**config.mk**
```make
export PLATFORM = sky130hd
export DESIGN_NAME = frame_walker
export DESIGN_NICKNAME = d
export VERILOG_FILES = /design/src/rtl/fwalk_pkg.sv /design/src/rtl/fwalk_hash.sv /design/src/rtl/fwalk_table.sv /design/src/rtl/fwalk_ctrl.sv /design/src/rtl/frame_walker.sv
export SDC_FILE = /design/constraint.sdc
export NUM_CORES = 1
export LEC_CHECK = 0
export BUFFER_PORTS_ARGS = -buffer_cell sky130_fd_sc_hd__buf_2
export CAP_MARGIN = 20
export CORE_ASPECT_RATIO = 1.25
export CORE_MARGIN = 5
export CORE_UTILIZATION = 50
export CTS_CLUSTER_SIZE = 30
export DETAILED_ROUTE_END_ITERATION = 10
export PLACE_DENSITY = 0.8
export SKIP_CTS_REPAIR_TIMING = 1
export SYNTH_ARGS = -nofsm -noshare
export SYNTH_HDL_FRONTEND = slang
export SYNTH_SLANG_ARGS = --single-unit
```
**constraint.sdc**
```tcl
create_clock -name clk -period 3.44 [get_ports clk]
set_clock_uncertainty 0.2 [all_clocks]
set_input_delay 0.344 -clock clk [delete_from_list [all_inputs] [get_ports clk]]
set_output_delay 0.344 -clock clk [all_outputs]
set_load 0.01 [all_outputs]
```
**src/rtl/fwalk_pkg.sv**
```systemverilog
package fwalk_pkg;

   typedef enum logic [0:0] {
      WALK_IDLE = 1'b0,
      WALK_BUSY = 1'b1
   } walk_state_e;

   function automatic int unsigned ceil_div(input int unsigned a, input int unsigned b);
      return (a + b - 1) / b;
   endfunction

endpackage

```
**src/rtl/fwalk_hash.sv**
```systemverilog
module fwalk_hash #(
   parameter int unsigned VPN_W    = 20,
   parameter int unsigned PID_W    = 8,
   parameter int unsigned IDX_W    = 4,
   parameter bit          HASH_PID = 1'b1
) (
   input  logic [VPN_W-1:0] vpn,
   input  logic [PID_W-1:0] pid,
   output logic [IDX_W-1:0] idx
);
   import fwalk_pkg::*;

   localparam int unsigned KEY_W = HASH_PID ? (VPN_W + PID_W) : VPN_W;
   localparam int unsigned NCH   = ceil_div(KEY_W, IDX_W);
   localparam int unsigned PAD_W = NCH * IDX_W;

   logic [KEY_W-1:0] key;
   logic [PAD_W-1:0] padded;
   logic [IDX_W-1:0] acc [NCH+1];

   // Key composition: process tag folded in or left out
   generate
      if (HASH_PID) begin : g_key_with_pid
         assign key = {pid, vpn};
      end else begin : g_key_vpn_only
         logic unused_pid;
         assign key        = vpn;
         assign unused_pid = ^pid;
      end
   endgenerate

   assign padded = PAD_W'(key);
   assign acc[0] = '0;

   // XOR-fold, one index-wide slice per stage
   generate
      for (genvar c = 0; c < NCH; c++) begin : g_fold
         assign acc[c+1] = acc[c] ^ padded[c*IDX_W +: IDX_W];
      end
   endgenerate

   assign idx = acc[NCH];

endmodule

```
**src/rtl/fwalk_table.sv**
```systemverilog
module fwalk_table #(
   parameter int unsigned VPN_W = 20,
   parameter int unsigned PID_W = 8,
   parameter int unsigned IDX_W = 4
) (
   input  logic             clk,
   input  logic             rst_n,
   input  logic             wr_en,
   input  logic [IDX_W-1:0] wr_idx,
   input  logic             wr_valid,
   input  logic             wr_dirty,
   input  logic [VPN_W-1:0] wr_vpn,
   input  logic [PID_W-1:0] wr_pid,
   input  logic [IDX_W-1:0] wr_next,
   input  logic [IDX_W-1:0] rd_idx,
   output logic             rd_valid,
   output logic             rd_dirty,
   output logic [VPN_W-1:0] rd_vpn,
   output logic [PID_W-1:0] rd_pid,
   output logic [IDX_W-1:0] rd_next
);
   localparam int unsigned DEPTH = 1 << IDX_W;

   typedef struct packed {
      logic             valid;
      logic             dirty;
      logic [PID_W-1:0] pid;
      logic [VPN_W-1:0] vpn;
      logic [IDX_W-1:0] next;
   } slot_t;

   slot_t slots [DEPTH];
   slot_t rd_slot;

   // One register row per frame
   generate
      for (genvar g = 0; g < DEPTH; g++) begin : g_row
         always_ff @(posedge clk or negedge rst_n) begin
            if (!rst_n) begin
               slots[g] <= '{valid: 1'b0, dirty: 1'b0, pid: '0, vpn: '0, next: '1};
            end else if (wr_en && (wr_idx == IDX_W'(g))) begin
               slots[g] <= '{valid: wr_valid, dirty: wr_dirty, pid: wr_pid,
                             vpn: wr_vpn, next: wr_next};
            end
         end
      end
   endgenerate

   assign rd_slot  = slots[rd_idx];
   assign rd_valid = rd_slot.valid;
   assign rd_dirty = rd_slot.dirty;
   assign rd_vpn   = rd_slot.vpn;
   assign rd_pid   = rd_slot.pid;
   assign rd_next  = rd_slot.next;

endmodule

```
**src/rtl/fwalk_ctrl.sv**
```systemverilog
module fwalk_ctrl #(
   parameter int unsigned VPN_W = 20,
   parameter int unsigned PID_W = 8,
   parameter int unsigned IDX_W = 4
) (
   input  logic             clk,
   input  logic             rst_n,
   input  logic             req_valid,
   input  logic [VPN_W-1:0] req_vpn,
   input  logic [PID_W-1:0] req_pid,
   input  logic [IDX_W-1:0] hash_idx,
   output logic             req_ready,
   output logic [IDX_W-1:0] probe_idx,
   input  logic             rd_valid,
   input  logic             rd_dirty,
   input  logic [VPN_W-1:0] rd_vpn,
   input  logic [PID_W-1:0] rd_pid,
   input  logic [IDX_W-1:0] rd_next,
   output logic             rsp_valid,
   output logic             rsp_fault,
   output logic [IDX_W-1:0] rsp_frame,
   output logic             rsp_dirty
);
   import fwalk_pkg::*;

   localparam logic [IDX_W-1:0] NULL_IDX  = '1;
   localparam logic [IDX_W-1:0] LAST_STEP = '1;

   walk_state_e      state;
   logic [VPN_W-1:0] key_vpn;
   logic [PID_W-1:0] key_pid;
   logic [IDX_W-1:0] cur_idx;
   logic [IDX_W-1:0] steps;

   logic tag_hit;
   logic chain_end;
   logic out_of_steps;

   assign tag_hit      = rd_valid && (rd_vpn == key_vpn) && (rd_pid == key_pid);
   assign chain_end    = (rd_next == NULL_IDX);
   assign out_of_steps = (steps == LAST_STEP);
   assign probe_idx    = cur_idx;
   assign req_ready    = (state == WALK_IDLE);

   always_ff @(posedge clk or negedge rst_n) begin
      if (!rst_n) begin
         state     <= WALK_IDLE;
         key_vpn   <= '0;
         key_pid   <= '0;
         cur_idx   <= '0;
         steps     <= '0;
         rsp_valid <= 1'b0;
         rsp_fault <= 1'b0;
         rsp_frame <= '0;
         rsp_dirty <= 1'b0;
      end else begin
         rsp_valid <= 1'b0;
         unique case (state)
            WALK_IDLE: begin
               if (req_valid) begin
                  key_vpn <= req_vpn;
                  key_pid <= req_pid;
                  cur_idx <= hash_idx;
                  steps   <= '0;
                  state   <= WALK_BUSY;
               end
            end
            WALK_BUSY: begin
               if (tag_hit) begin
                  rsp_valid <= 1'b1;
                  rsp_fault <= 1'b0;
                  rsp_frame <= cur_idx;
                  rsp_dirty <= rd_dirty;
                  state     <= WALK_IDLE;
               end else if (chain_end || out_of_steps) begin
                  rsp_valid <= 1'b1;
                  rsp_fault <= 1'b1;
                  rsp_frame <= '0;
                  rsp_dirty <= 1'b0;
                  state     <= WALK_IDLE;
               end else begin
                  cur_idx <= rd_next;
                  steps   <= steps + 1'b1;
               end
            end
            default: state <= WALK_IDLE;
         endcase
      end
   end

endmodule

```
**src/rtl/frame_walker.sv**
```systemverilog
module frame_walker #(
   parameter int unsigned VPN_W    = 20,
   parameter int unsigned PID_W    = 8,
   parameter int unsigned IDX_W    = 4,
   parameter bit          HASH_PID = 1'b1
) (
   input  logic             clk,
   input  logic             rst_n,
   input  logic             req_valid,
   output logic             req_ready,
   input  logic [VPN_W-1:0] req_vpn,
   input  logic [PID_W-1:0] req_pid,
   output logic             rsp_valid,
   output logic             rsp_fault,
   output logic [IDX_W-1:0] rsp_frame,
   output logic             rsp_dirty,
   input  logic             wr_en,
   input  logic [IDX_W-1:0] wr_idx,
   input  logic             wr_valid,
   input  logic             wr_dirty,
   input  logic [VPN_W-1:0] wr_vpn,
   input  logic [PID_W-1:0] wr_pid,
   input  logic [IDX_W-1:0] wr_next
);

   // Elaboration-time parameter checks
   generate
      if (IDX_W < 2 || IDX_W > 10) begin : g_bad_idx_w
         $error("frame_walker: IDX_W must lie in 2..10");
      end
      if (VPN_W < 1 || PID_W < 1) begin : g_bad_tag_w
         $error("frame_walker: tag widths must be at least 1");
      end
   endgenerate

   logic [IDX_W-1:0] hash_idx;
   logic [IDX_W-1:0] probe_idx;
   logic             rd_valid;
   logic             rd_dirty;
   logic [VPN_W-1:0] rd_vpn;
   logic [PID_W-1:0] rd_pid;
   logic [IDX_W-1:0] rd_next;

   fwalk_hash #(
      .VPN_W(VPN_W), .PID_W(PID_W), .IDX_W(IDX_W), .HASH_PID(HASH_PID)
   ) u_hash (
      .vpn (req_vpn),
      .pid (req_pid),
      .idx (hash_idx)
   );

   fwalk_table #(
      .VPN_W(VPN_W), .PID_W(PID_W), .IDX_W(IDX_W)
   ) u_table (
      .clk      (clk),
      .rst_n    (rst_n),
      .wr_en    (wr_en),
      .wr_idx   (wr_idx),
      .wr_valid (wr_valid),
      .wr_dirty (wr_dirty),
      .wr_vpn   (wr_vpn),
      .wr_pid   (wr_pid),
      .wr_next  (wr_next),
      .rd_idx   (probe_idx),
      .rd_valid (rd_valid),
      .rd_dirty (rd_dirty),
      .rd_vpn   (rd_vpn),
      .rd_pid   (rd_pid),
      .rd_next  (rd_next)
   );

   fwalk_ctrl #(
      .VPN_W(VPN_W), .PID_W(PID_W), .IDX_W(IDX_W)
   ) u_ctrl (
      .clk       (clk),
      .rst_n     (rst_n),
      .req_valid (req_valid),
      .req_vpn   (req_vpn),
      .req_pid   (req_pid),
      .hash_idx  (hash_idx),
      .req_ready (req_ready),
      .probe_idx (probe_idx),
      .rd_valid  (rd_valid),
      .rd_dirty  (rd_dirty),
      .rd_vpn    (rd_vpn),
      .rd_pid    (rd_pid),
      .rd_next   (rd_next),
      .rsp_valid (rsp_valid),
      .rsp_fault (rsp_fault),
      .rsp_frame (rsp_frame),
      .rsp_dirty (rsp_dirty)
   );

endmodule

```
==> out/qor_table.md, run 1 <==
| Step | Result | Value |
|:---|:---|:---|
| detailed routing | Routed Antenna Nets | 0 |
| synthesis | Netlist cell types | 56 |
| power and ir drop | Clk pwr share | 24.7% |
| placement | Post-detail-place hpwl | 42700 um |
| detailed routing | Total wirelength of the detailed-routed design | 71400 um |
| sta | Transition time at the pin with the least slew margin | 0.999 ns |
| sta | Setup TNS | -0.688 ns |
| run status | Run status | finished with violations |
| setup path | List of cells traversed by the critical path | buf_6, buf_6, mux4_2, mux4_2, xor2_1, nor3b_1, nor4b_4, buf_4, nand4_4, or2_4, buf_6, mux2i_1 |
| floorplanning | Number of rows in the core area | 95 |
| power and ir drop | Worst ir drop on vdd | 0.000452 V |
| clock network | Clock root buffer master | clkbuf_16 |
| sta | RSZ-0062 raised after global routing | yes |
| cells and area | Most frequent cells in the layout | mux2_2, dfrtp_1, mux4_2 |
| cells and area | Utilization after layout | 58.9% |
| global routing | Via count of the first global-routing pass | 17500 |
| cells and area | Area overhead of the layout relative to synthesis | 16.7% |
| clock network | Max clock buf depth | 3 |
| synthesis | Dominant cell type by area after synthesis | dfrtp_1 |
| power and ir drop | Power per cell area | 795 nW/um^2 |
| global routing | Pin count of the biggest net entering global routing | 107 |
| floorplanning | Starting Density | 50.5% |
| cells and area | Sequential cell area | 14800 sq um |
| sta | Hold Worst Slack | -0.00682 ns |
| synthesis | Synth Area in Adders | 0.0461% |
| setup path | Kind of capture point of the worst setup path | flip-flop |
| synthesis | Simple-gate share of the synthesized area | 2.37% |
| clock network | Clock transition time at the flip-flop clock pins of the worst setup and hold paths | 0.06 ns |
| sta | Tcrit/Tclk final | 103% |
| global routing | Antenna violations before repair | 7 |
| synthesis | Proportion of register bits with asynchronous set or reset after synthesis | 100% |
| setup path | Startpoint Class | flip-flop |
| detailed routing | First-pass iteration count of the detailed router | 5 |
| power and ir drop | Portion of total power attributed to sequential cells | 39.2% |
| synthesis | Post-synthesis sequential element count | 588 |
| setup path | Most prevalent standard cell on the critical path | buf_6 |
| min path | Classification of the worst-slack hold path | input port to flip-flop |
| synthesis | Cells after synthesis | 1728 |
| detailed routing | Starting DRT DRC Count | 1343 |
| cells and area | Summed area of non-filler cells in the final layout | 31700 sq um |
| placement | Total of buffers placed on input and output ports | 77 |
| power and ir drop | Power dissipated by switching net loads | 0.00779 W |
| synthesis | Predominant post-synthesis flop cell | dfrtp_1 |
| synthesis | Number of flops mapped to enable cells by yosys | 0 |
| clock network | Number of H-tree levels | 2 |
| power and ir drop | Switching Share | 31.0% |
| synthesis | Post-synthesis instance area | 27100 sq um |
| job | Max-cap violation count | 0 |
| clock network | TritonCTS clock tree | built |
| power and ir drop | Leakage power | 13.5 nW |
| detailed routing | Vias post-DR | 16300 |
| setup path | Crit-path slowest cell | mux4_2 |
| synthesis | Xor-xnor portion of the synthesized cell area | 1.65% |
| sta | Fmax | 281 MHz |
| placement | Cell area after placement | 29100 sq um |
| synthesis | Synthesis Warnings | 0 |
| setup path | Category of the critical setup timing path | flip-flop to flip-flop |
| clock network | Clock buffers created by TritonCTS | 55 |
| setup path | Worst Path Arrival | 3.86 ns |
| floorplanning | Die Area | 59000 sq um |
| detailed routing | Routed wire length per instance | 26.8 um |
| global routing | Global-route usage over all layers | 23.6% |
| cells and area | Final #Nets | 1961 |
| setup path | Worst Path Required | 3.75 ns |
| cells and area | Fraction of final layout cells with drive strength greater than 1 | 58.0% |
| floorplanning | Core area | 53700 sq um |
| detailed routing | Residual DRC count | 0 |
| synthesis | Post-synthesis compound-gate area fraction | 1.16% |
| clock network | Number of sinks on the clock net | 588 |
| cells and area | Most common library cell in the layout ignoring fill and taps | mux2_2 |
| power and ir drop | Fraction of power consumed by combinational cells | 36.1% |
| detailed routing | Vias per cell | 6.10 |
| sta | Total of endpoints with negative setup slack in the final report | 11 |
| sta | Count of endpoints failing hold in the final timing report | 30 |
| cells and area | Multi-input logic area | 11800 sq um |
| synthesis | Share of cell area taken by muxes after synthesis | 37.7% |
| setup path | Biggest fanout along the worst timing path | 6 |
| synthesis | Dominant combinational cell family by area after synthesis | multiplexers |
| synthesis | Average cell area after synthesis | 15.7 sq um |
| placement | Placer Congestion | 0.823 |
| sta | Post-route worst setup slack | -0.114 ns |
| sta | Max-slew headroom | 33.4% |
| floorplanning | Floorplan die width | 218 um |
| global routing | First-pass GRT wire length | 107000 um |
| cells and area | Number of inserted filler cells in the final layout | 3929 |
| clock network | Clock insertion delay at the later pin of the skew report | 0.60 ns |
| floorplanning | Y dimension of the die | 270 um |
| global routing | GR Overflow Total | 0 |
| synthesis | Post-synthesis sequential area ratio | 54.5% |
| synthesis | Cell types occupying the most area after synthesis | dfrtp_1, mux2_2, mux4_2 |
| run status | Violations in the final reports | hold timing, setup timing |
| sta | Final number of max-transition violations | 0 |
| floorplanning | Total I/O pin count | 78 |
| sta | Time the worst path needs with I/O delays and setup | 3.55 ns |
| power and ir drop | Power consumption | 0.0252 W |
| setup path | Longest individual stage delay on the worst path | 0.53 ns |
| synthesis | Top cell type's share of synthesized area | 48.3% |
| synthesis | Post-synthesis net count | 1799 |
| power and ir drop | Cell Int Power | 0.0174 W |
-- power by group through the flow --
stage / logic (W) / registers (W) / clock network (W)
floorplan: 0.00593 / 0.00945 / 0
global placement: 0.00820 / 0.00980 / 0
detailed placement: 0.00841 / 0.00995 / 0
CTS: 0.00846 / 0.00984 / 0.00630
global route: 0.00965 / 0.0100 / 0.00659
finish: 0.00910 / 0.00986 / 0.00621
-- metrics by stage --
step / cells / setup WS (ns)
finish: 2665 / -0.114
global route: 2662 / -0.238
CTS: 2605 / -0.201
detailed placement: 2505 / -0.176
global placement: 2505 / -0.110
floorplan: 1728 / 0.130
-- area by class of cell --
cell class	instances	area share [%]
clock inverters	27	1.08
inverters	10	0.119
well taps	727	2.87
repair buffers	245	6.98
multi-input cells	990	37.4
flip-flops and latches	588	46.8
clock buffers	73	4.72
diodes	5	0.0395
-- metal layers --
layer	vias up	routed length [um]	track usage, %
li1	6723	-	-
met3	181	4140	3.63
met4	4	3480	10.0
met5	-	21	0
met2	562	36300	40.0
met1	8791	27500	30.6
-- final timing paths --
| path | startpoint | end | slack [ns] | cells after the start |
|---|---|---|---|---|
| max in group asynchronous | rst_n | u_table.slots[188]$_DFFE_PN0P_ | 1.89 | 3 |
| worst max-delay path | u_ctrl.probe_idx[0]$_DFFE_PN0P_ | u_ctrl.rsp_frame[0]$_DFFE_PN0P_ | -0.11 | 12 |
| worst min register to register | u_table.slots[378]$_DFFE_PN0P_ | u_table.slots[378]$_DFFE_PN0P_ | 0.30 | 1 |
| min in group asynchronous | rst_n | u_table.slots[84]$_DFFE_PN0P_ | 0.22 | 2 |
| worst min-delay path | wr_next[3] | u_table.slots[513]$_DFFE_PN1P_ | -0.007 | 2 |
| worst max register to register | u_ctrl.probe_idx[0]$_DFFE_PN0P_ | u_ctrl.rsp_frame[0]$_DFFE_PN0P_ | -0.11 | 12 |
-- state kept, by name, summed over array words and instances (netlist names) --
register / flops
u_ctrl.rsp_valid: 1
u_ctrl.steps: 4
u_ctrl.rsp_fault: 1
u_table.slots: 544
u_ctrl.key_vpn: 20
u_ctrl.state: 1
u_ctrl.probe_idx: 4
u_ctrl.rsp_dirty: 1
u_ctrl.rsp_frame: 4
u_ctrl.key_pid: 8
-- worst max-delay path, delay by kind of cell (launching register included) --
| family | cells | cell delay [ns] |
|---|---|---|
| muxes | 3 | 1.11 |
| xor gates and xnor gates | 1 | 0.16 |
| and+or+nand+nor | 4 | 0.89 |
| DFF | 1 | 0.52 |
| buffers and inverters | 4 | 0.57 |
-- kinds of logic (layout without fill, tap and decap cells) --
| kind of cell | after synthesis | in the layout |
|---|---|---|
| compound gates | 45 | 45 |
| xor+xnor | 51 | 51 |
| fa+ha+maj | 1 | 1 |
| buf+inv | 150 | 355 |
| flops | 588 | 588 |
| mux | 768 | 768 |
| other cells | 0 | 5 |
| simple gates | 125 | 125 |
-- Yosys cell counts, types with 2 or more instances --
| master | instances |
|---|---|
| buf_2 | 20 |
| mux4_2 | 133 |
| a22oi_1 | 3 |
| or3_1 | 4 |
| a31oi_1 | 5 |
| nand3_1 | 8 |
| nor2_1 | 23 |
| o21ai_0 | 5 |
| inv_1 | 9 |
| xnor2_1 | 32 |
| a21oi_1 | 11 |
| buf_1 | 10 |
| mux4_1 | 9 |
| nand3b_1 | 3 |
| a211oi_1 | 4 |
| nor3b_1 | 3 |
| clkbuf_1 | 92 |
| a221oi_1 | 3 |
| xor2_1 | 19 |
| dfstp_2 | 64 |
| and4_1 | 3 |
| buf_6 | 10 |
| nand2_1 | 44 |
| a31oi_2 | 2 |
| buf_4 | 8 |
| and3_1 | 6 |
| a311oi_1 | 2 |
| and2_1 | 3 |
| mux2i_1 | 50 |
| nand2b_1 | 7 |
| mux2_2 | 575 |
| dfrtp_1 | 524 |
| nor3_1 | 4 |
| nor2b_1 | 6 |
| o22ai_1 | 3 |
(Power assumes the default switching activity.)
==> run 2: changes to the inputs <==
--- a/config.mk
+++ b/config.mk
@@ -13,6 +13,7 @@
 export CTS_CLUSTER_SIZE = 30
 export DETAILED_ROUTE_END_ITERATION = 10
 export PLACE_DENSITY = 0.8
+export SETUP_SLACK_MARGIN = 0.3
 export SKIP_CTS_REPAIR_TIMING = 1
 export SYNTH_ARGS = -nofsm -noshare
 export SYNTH_HDL_FRONTEND = slang
==> out/qor_table.md, run 2 (synthesis gave the netlist of run 1 again) <==
| Step | Result | Value | Delta |
|:---|:---|:---|:---|
| sta | Transition time at the pin with the least slew margin | 0.856 ns | -0.143 ns |
| detailed routing | Starting DRT DRC Count | 1349 | +0.45% |
| clock network | Number of H-tree levels | 2 | unchanged |
| detailed routing | Routed wire length per instance | 26.5 um | -1.0% |
| global routing | Via count of the first global-routing pass | 17300 | -0.87% |
| setup path | Crit-path slowest cell | dfrtp_4 |  |
| floorplanning | Y dimension of the die | 270 um | unchanged |
| min path | Hold endpoint | u_table.slots[260]$_DFFE_PN0P_ |  |
| cells and area | Area overhead of the layout relative to synthesis | 16.8% | about the same |
| floorplanning | Floorplan die width | 218 um | unchanged |
| sta | RSZ-0062 raised after global routing | yes |  |
| setup path | Kind of capture point of the worst setup path | flip-flop |  |
| sta | Post-route worst setup slack | -0.183 ns | -0.0686 ns |
| setup path | Worst Path Required | 3.75 ns | about the same |
| placement | Total of buffers placed on input and output ports | 77 | unchanged |
| cells and area | Largest registers | u_table.slots: 544 flops, u_ctrl.key_vpn: 20 flops, u_ctrl.key_pid: 8 flops |  |
| detailed routing | Residual DRC count | 0 | unchanged |
| power and ir drop | Worst ir drop on vdd | 0.000408 V | -9.8% |
| setup path | Startpoint Class | flip-flop |  |
| min path | Classification of the worst-slack hold path | input port to flip-flop |  |
| clock network | Clock buffers created by TritonCTS | 55 | unchanged |
| sta | Hold Worst Slack | -0.0132 ns | -0.00635 ns |
| floorplanning | Starting Density | 50.5% | unchanged |
| setup path | Flop-to-flop setup slack | -0.18 ns | -0.07 ns |
| min path | Hold path startpoint | wr_vpn[18] |  |
| clock network | Max clock buf depth | 3 | unchanged |
| setup path | Buffers & Inverters on Critical Path | 3 | -1 |
| detailed routing | First-pass iteration count of the detailed router | 7 | +2 |
| cells and area | Most frequent cells in the layout | mux2_2, dfrtp_1, mux4_2 |  |
| floorplanning | Die Area | 59000 sq um | unchanged |
| global routing | Antenna violations before repair | 8 | +1 |
| setup path | Family with the most delay on the worst path | multiplexers |  |
| floorplanning | Total I/O pin count | 78 | unchanged |
| global routing | Pin count of the biggest net entering global routing | 95 | -11% |
| sta | Tcrit/Tclk final | 105% | +2.0 points |
| clock network | Clock root buffer master | clkbuf_16 |  |
| sta | Max-slew headroom | 42.9% | +9.6 points |
| sta | Total of endpoints with negative setup slack in the final report | 16 | +5 |
| clock network | TritonCTS clock tree | built |  |
| cells and area | Final #Nets | 1965 | +0.20% |
| setup path | Worst Path Arrival | 3.94 ns | +0.08 ns |
| cells and area | Utilization after layout | 59.0% | about the same |
| placement | Post-detail-place hpwl | 42800 um | +0.25% |
| cells and area | Fraction of final layout cells with drive strength greater than 1 | 57.6% | -0.41 points |
| clock network | Clock insertion delay at the later pin of the skew report | 0.61 ns | about the same |
| detailed routing | Vias post-DR | 16200 | -0.34% |
| cells and area | Multi-input logic area | 11800 sq um | -0.41% |
| setup path | Most prevalent standard cell on the critical path | buf_6 |  |
| job | Max-cap violation count | 0 | unchanged |
| floorplanning | Number of rows in the core area | 95 | unchanged |
| detailed routing | Vias per cell | 6.07 | -0.49% |
| cells and area | Most common library cell in the layout ignoring fill and taps | mux2_2 |  |
| floorplanning | Core area | 53700 sq um | unchanged |
| setup path | Category of the critical setup timing path | flip-flop to flip-flop |  |
| global routing | First-pass GRT wire length | 108000 um | +0.17% |
| setup path | Endpoint of the most critical register-to-register path | u_ctrl.probe_idx[3]$_DFFE_PN0P_ |  |
| run status | Run status | finished with violations |  |
| setup path | Cell count along the critical path | 11 | -1 |
| setup path | Longest individual stage delay on the worst path | 0.55 ns | +0.02 ns |
| cells and area | Register ranked first by flip-flop count | u_table.slots |  |
| sta | Count of endpoints failing hold in the final timing report | 36 | +20% |
| setup path | Depth of the most critical reg-to-reg path | 11 | -1 |
| cells and area | Sequential cell area | 14800 sq um | unchanged |
| global routing | Global-route usage over all layers | 23.7% | +0.090 points |
| cells and area | Number of inserted filler cells in the final layout | 3937 | +0.20% |
| setup path | Launching point of the worst reg2reg path | u_ctrl.probe_idx[1]$_DFFE_PN0P_ |  |
| power and ir drop | Leakage power | 13.5 nW | +0.31% |
| clock network | Number of sinks on the clock net | 588 | unchanged |
| cells and area | Largest register FFs | 544 | unchanged |
| setup path | Biggest fanout along the worst timing path | 6 | unchanged |
| sta | Final number of max-transition violations | 0 | unchanged |
| clock network | Clock transition time at the flip-flop clock pins of the worst setup and hold paths | 0.06 ns | about the same |
| power and ir drop | Power per cell area | 796 nW/um^2 | about the same |
| run status | Violations in the final reports | hold timing, setup timing |  |
| detailed routing | Total wirelength of the detailed-routed design | 70800 um | -0.88% |
| placement | Placer Congestion | 0.861 | +4.5% |
| sta | Fmax | 276 MHz | -1.9% |
| sta | Time the worst path needs with I/O delays and setup | 3.62 ns | +0.0686 ns |
| detailed routing | Routed Antenna Nets | 0 | unchanged |
| setup path | List of cells traversed by the critical path | buf_6, mux4_2, mux4_2, xnor2_1, nand4_1, nor4_2, nand4_2, buf_6, a31oi_4, buf_6, mux2i_1 |  |
| global routing | GR Overflow Total | 0 | unchanged |
| sta | Setup TNS | -1.66 ns | -0.969 ns |
| min path | Hold Crit Depth | 2 | unchanged |
-- run 2: changes by cell type in the layout (fill, tap and decap cells not counted), sizes merged --
cell	delta
clkbuf	+5
inv	-1
dlygate4sd3	+4
clkinv	-4
diode	-1
clkinvlp	+2
buf	+2
bufinv	-3
-- run 2: final cells by class --
class	instances	share of cell area, %
Multi-Input combinational cell	990	37.2
Tap cell	727	2.87
Timing Repair Buffer	249	7.27
Inverter	10	0.138
Antenna cell	4	0.0316
Clock buffer	80	5.05
Clock inverter	21	0.695
Sequential cell	588	46.7
-- run 2: worst max-delay path by stage --
stage / from / endpoint / slack [ns]
after floorplan: u_ctrl.probe_idx[2]$_DFFE_PN0P_ / u_ctrl.rsp_dirty$_DFFE_PN0P_ / 0.23
after global placement: u_ctrl.probe_idx[0]$_DFFE_PN0P_ / u_ctrl.steps[3]$_DFFE_PN0P_ / -0.16
after detailed placement: u_ctrl.probe_idx[2]$_DFFE_PN0P_ / u_ctrl.probe_idx[1]$_DFFE_PN0P_ / -0.28
after CTS: u_ctrl.probe_idx[2]$_DFFE_PN0P_ / u_ctrl.probe_idx[1]$_DFFE_PN0P_ / -0.30
after global routing: u_ctrl.probe_idx[0]$_DFFE_PN0P_ / u_ctrl.probe_idx[0]$_DFFE_PN0P_ / -0.38
final: u_ctrl.probe_idx[1]$_DFFE_PN0P_ / u_ctrl.probe_idx[3]$_DFFE_PN0P_ / -0.18
-- run 2: worst reg2reg max path: cells and delay by family, from the launching register on --
| kind | cells | cell delay [ns] |
|---|---|---|
| DFF | 1 | 0.55 |
| AOI/OAI and AO/OA | 1 | 0.16 |
| xor gates and xnor gates | 1 | 0.19 |
| muxes | 3 | 1.27 |
| and+or+nand+nor | 3 | 0.68 |
| buffers and inverters | 3 | 0.50 |
-- run 2: metrics by stage --
| step | instance area, sq um | cells | hold WS, ns | setup WS, ns | total power, W |
|---|---|---|---|---|---|
| after floorplan | 27100 | 1728 | -0.152 | 0.231 | 0.0154 |
| after global placement | 29200 | 2511 | 0.240 | -0.157 | 0.0182 |
| after detailed placement | 29200 | 2511 | 0.255 | -0.283 | 0.0186 |
| after CTS | 31000 | 2612 | -0.389 | -0.299 | 0.0248 |
| after global routing | 31700 | 2668 | 0.00237 | -0.375 | 0.0263 |
| final | 31700 | 2669 | -0.0132 | -0.183 | 0.0252 |
-- run 2: report_power, final --
| part | internal, W | switching, W | total (W) |
|---|---|---|---|
| combinational | 0.00517 | 0.00396 | 0.00913 |
| sequential | 0.00877 | 0.00114 | 0.00991 |
| clock | 0.00353 | 0.00264 | 0.00617 |
| total | 0.0175 | 0.00774 | 0.0252 |
-- run 2: layer usage --
metal | GRT usage, % | routed length [um] | vias up
met5 | 0 | 0 | -
met3 | 4.10 | 3800 | 164
met4 | 9.27 | 2990 | 0
met1 | 30.9 | 27800 | 8760
met2 | 39.9 | 36200 | 547
li1 | - | - | 6734
